## src/rtl/raster_timer.sv

```systemverilog
module raster_timer #(
  parameter int DOTS_PER_LINE   = 341,
  parameter int LINES_PER_FRAME = 260,
  parameter int VBL_LINE        = 225,
  parameter int HBL_FROM        = 'h121,
  parameter int HBL_UNTIL       = 'h15,
  parameter int FRAME_W         = 16,
  parameter logic [15:0] ADDR_CTRL  = 16'h4200,
  parameter logic [15:0] ADDR_FLAG  = 16'h4210,
  parameter logic [15:0] ADDR_BLANK = 16'h4212
) (
  input  logic               clk,
  input  logic               rst_n,
  input  logic               wr_en,
  input  logic [15:0]        addr,
  input  logic [7:0]         wr_data,
  output logic [7:0]         rd_data,
  output logic               nmi_o,
  output logic               vblank_o,
  output logic               hblank_o,
  output logic [8:0]         cycle_o,
  output logic [8:0]         line_o,
  output logic [FRAME_W-1:0] frame_o
);

  localparam int CW = 9;
  localparam logic [CW-1:0] DOT_LAST  = CW'(DOTS_PER_LINE - 1);
  localparam logic [CW-1:0] LINE_LAST = CW'(LINES_PER_FRAME - 1);
  localparam logic [CW-1:0] VBL_AT    = CW'(VBL_LINE);
  localparam logic [CW-1:0] HBL_LO    = CW'(HBL_FROM);
  localparam logic [CW-1:0] HBL_HI    = CW'(HBL_UNTIL);

  logic [CW-1:0]      cyc_q, line_q;
  logic [FRAME_W-1:0] frame_q;
  logic               flag_q, en_q, nmi_q;

  wire dot_wrap   = (cyc_q == DOT_LAST);
  wire frame_wrap = dot_wrap && (line_q == LINE_LAST);
  wire enter_vbl  = dot_wrap && (line_q == VBL_AT - CW'(1));

  always_ff @(posedge clk) begin
    if (!rst_n) begin
      cyc_q   <= '0;
      line_q  <= '0;
      frame_q <= '0;
      flag_q  <= 1'b0;
      en_q    <= 1'b0;
      nmi_q   <= 1'b0;
    end else begin
      cyc_q <= dot_wrap ? '0 : cyc_q + CW'(1);
      nmi_q <= enter_vbl && en_q;
      if (frame_wrap) begin
        line_q  <= '0;
        frame_q <= frame_q + FRAME_W'(1);
        flag_q  <= 1'b0;
      end else if (dot_wrap) begin
        line_q <= line_q + CW'(1);
        if (enter_vbl) flag_q <= 1'b1;
      end
      if (wr_en && addr == ADDR_CTRL) en_q <= wr_data[7];
    end
  end

  assign vblank_o = (line_q >= VBL_AT);
  assign hblank_o = (cyc_q >= HBL_LO) || (cyc_q <= HBL_HI);
  assign nmi_o    = nmi_q;
  assign cycle_o  = cyc_q;
  assign line_o   = line_q;
  assign frame_o  = frame_q;

  always_comb begin
    case (addr)
      ADDR_FLAG:  rd_data = {flag_q, 7'd0};
      ADDR_BLANK: rd_data = {vblank_o, hblank_o, 6'd0};
      default:    rd_data = 8'h00;
    endcase
  end

  assert_dot_bound_R1: assert property (@(posedge clk) disable iff (!rst_n)
    cyc_q <= DOT_LAST);
  assert_line_hold_R1: assert property (@(posedge clk) disable iff (!rst_n)
    !dot_wrap |=> $stable(line_o));
  assert_frame_step_R2: assert property (@(posedge clk) disable iff (!rst_n)
    frame_wrap |=> (frame_o == $past(frame_o) + FRAME_W'(1)) && line_o == '0);
  assert_flag_rise_R3: assert property (@(posedge clk) disable iff (!rst_n)
    $rose(flag_q) |-> line_o == VBL_AT && cycle_o == '0);
  assert_pulse_where_R4: assert property (@(posedge clk) disable iff (!rst_n)
    nmi_o |-> flag_q && line_o == VBL_AT && cycle_o == '0);
  assert_pulse_single_R4: assert property (@(posedge clk) disable iff (!rst_n)
    nmi_o |=> !nmi_o);

endmodule

```

## config.mk

```make
export PLATFORM = sky130hd
export DESIGN_NAME = raster_timer
export DESIGN_NICKNAME = d
export VERILOG_FILES = /design/src/rtl/raster_timer.sv
export SDC_FILE = /design/constraint.sdc
export NUM_CORES = 1
export LEC_CHECK = 0
export BUFFER_PORTS_ARGS = -buffer_cell sky130_fd_sc_hd__buf_2
export CAP_MARGIN = 5
export CORE_ASPECT_RATIO = 1.2
export CORE_MARGIN = 2
export CORE_UTILIZATION = 45
export CTS_CLUSTER_DIAMETER = 80
export DETAILED_ROUTE_END_ITERATION = 6
export GPL_TIMING_DRIVEN = 0
export PLACE_DENSITY = 0.8
export REMOVE_ABC_BUFFERS = 1
export SYNTH_ARGS = -nofsm -noshare
export SYNTH_HDL_FRONTEND = slang
export SYNTH_SLANG_ARGS = --single-unit
```

## constraint.sdc

```tcl
create_clock -name clk -period 3.1 [get_ports clk]
set_clock_uncertainty 0.05 [all_clocks]
set_input_delay 0.31 -clock clk [delete_from_list [all_inputs] [get_ports clk]]
set_output_delay 0.31 -clock clk [all_outputs]
set_load 0.01 [all_outputs]
```

==> results.toml <==
[yosys]
synth_area_per_cell_um2 = 8.28
synth-edff-count = 0
synth_area_leaders = "dfxtp_1 (36%), nor2_1 (5.6%), nand3_1 (4.9%)"
syn-cell-area_um2 = 2060
syn_inst = 249
ys_async_sr_fraction = 0
synth-main-ff-cell = "dfxtp_1"
yosysTopAreaCell = "dfxtp_1"
yosys-top-cells-count = "dfxtp_1 (37), nor2_1 (31), nand3_1 (20)"
ys_seq_elements = 37
yosysTopAreaCellShare = 0.359
yosysMostFrequentCell = "dfxtp_1"
yosysWarnings = 0
seq_area_frac_synth = 0.359
synth_cell_types = 41

[worst_setup_path]
arrival_ns = 2.77
crit_fanout = 22
endpoint = "frame_o[5]"
ff2ff_path_depth = 4
end_kind = "flop"
r2r_slack_ns = 0.49
rr_endpoint = "frame_o[5]"
start_kind = "flop"
crit_type = "reg -> reg"
cp_data_required_time_ns = 3.26
crit_path_start = "cycle_o[6]"
r2r-start = "cycle_o[6]"

[sta]
period_share = 0.842
fmax_ghz = 0.383
setup_tns_ns = 0
relSlewSlack = 0.500
slew_violations = 0
setup_viol = 0
fin_crit_ns = 2.61
final_hold_viol_count = 0
tightestPinTransition_ns = 0.748
rsz0062_at_grt = "false"
setup_ws_ns = 0.491

[placed_design]
numPortBuffers = 58
dpl.hpwl_um = 3390
gp_congestion = 0.799
place_ws_ns = 0.564

[cells_and_area]
fillers = 419
n_antenna_cell = 0
seqCellArea_um2 = 741
multi_input_area_um2 = 1200
area_delta_synth_final_pct = 18.0
layout-drive-gt1-share = 0.225
fin_nets = 336

[die]
rows = 26
die_h_um = 78.2
design.core.area_um2 = 4330
start_util = 0.477
io_pins = 72
chipWidth_um = 65.8
dieArea_um2 = 5140

[power]
leakagePower_uw = 0.00104
ir_drop_mv = 0.222
power.density_nw_per_um2 = 358

[cts]
cts_resized = 0
clock-sinks = 37
tritoncts = "built"
cts_max_level = 2
clock-root-buffer = "clkbuf_8"
clkSlewWorstSetupHoldPaths_ns = 0.07
post_cts_buffers = 0
cts_made_buffers = 5
worstSkewPairLatency_ns = 0.29
ctsLongestPathBuffers = 2
ctsHoldBuffers = 0

[grt]
grt_pass1_vias = 1808
grt_start_max_net_pins = 23
grt.overflow.total = 0
track_usage = 0.195
grt_pass1_wl_um = 8000
antenna_found_initial = 0

[drt]
wl_per_cell_um = 13.3
drt_pass1_iterations = 5
drt-total-wl_um = 4750
vias_per_cell = 5.63
drtIter0Drc = 197
drc_errors = 0
ant_nets = 0
vias = 2014

[min_path]
hold_path.class = "in -> reg"

[status]
status = "complete, no violations"

[flow_run]
drv_cap = 0
[worst min path at each step]
stage,from,end,slack (ns),cells past startpoint
6_report,wr_data[7],en_q,0.21,3
4_1_cts,wr_data[7],en_q,0.21,3
3_5_place_dp,en_q,nmi_o,0.41,2
5_1_grt,wr_data[7],en_q,0.21,3
3_3_place_gp,en_q,nmi_o,0.40,2
2_1_floorplan,en_q,nmi_o,0.37,2
[per-layer routing]
metal  track usage  vias to the layer above  routed length (um)
li1              -                      998                   -
met1         0.235                      950                2040
met2         0.331                       58                2360
met3        0.0487                        8                 270
met4        0.0667                        0                  76
met5             0                        -                   0
[flip-flops by register name, indices dropped and copies added, names as in the netlist]
signal,count
cycle_o,9
flag_q,1
en_q,1
nmi_o,1
line_o,9
frame_o,16
[critical path, cell delays in order, from the launching register on]
cell and delay (ns):
dfxtp_1 0.48, nor4bb_1 0.49, nand3_1 0.65, or4_1 0.70
a21oi_1 0.16
[cell usage in the layout, fill, tap and decap left out, types with 2 or more instances in the layout]
master and n:
inv_1 11, dfxtp_1 37, conb_1 6, a21oi_1 16
mux2i_1 7, nor4_1 6, xor2_1 7, nor4bb_1 2
xnor2_1 7, o31ai_1 10, nand4b_1 2, nand2b_1 6
nor2_1 31, nand2_1 14, clkbuf_8 6, nor3_1 4
or4_1 13, nand4_1 10, buf_2 58, ha_1 7
or3_1 2, and4_1 3, nand3_1 20
[layout make-up]
class,instances,area share
Multi-Input combinational cell,189,0.495
Sequential cell,37,0.305
Timing Repair Buffer,58,0.119
Clock buffer,7,0.0355
Tap cell,56,0.0288
Inverter,11,0.0170
[kinds of logic after synthesis]
| group | Yosys count | synth area share |
|---|---|---|
| xor+xnor | 14 | 0.0595 |
| buf+inv | 28 | 0.0661 |
| mux | 7 | 0.0340 |
| fa+ha+maj | 7 | 0.0425 |
| simple gates | 120 | 0.329 |
| compound gates | 35 | 0.107 |
| other cells | 1 | 0.00182 |
| flops | 37 | 0.359 |
[stage by stage]
stage               utilization  hold slack (ns)  instance area [um2]  instances  power, uW
finish                    0.562            0.213                 2430        358        870
global route              0.562            0.209                 2430        358        911
CTS                       0.562            0.210                 2430        358        881
detailed placement        0.542            0.406                 2350        351        543
global placement          0.542            0.401                 2350        351        541
floorplan                     -            0.374                 1990        237        518
[report_power, final]
part / leakage, uW / internal [uW] / switching [uW]
clock: 0.0000443 / 176 / 162
sequential: 0.000298 / 478 / 7.34
combinational: 0.000701 / 19.2 / 27.2
total: 0.00104 / 674 / 196
Note: power is estimated with default switching activity, not from simulation.
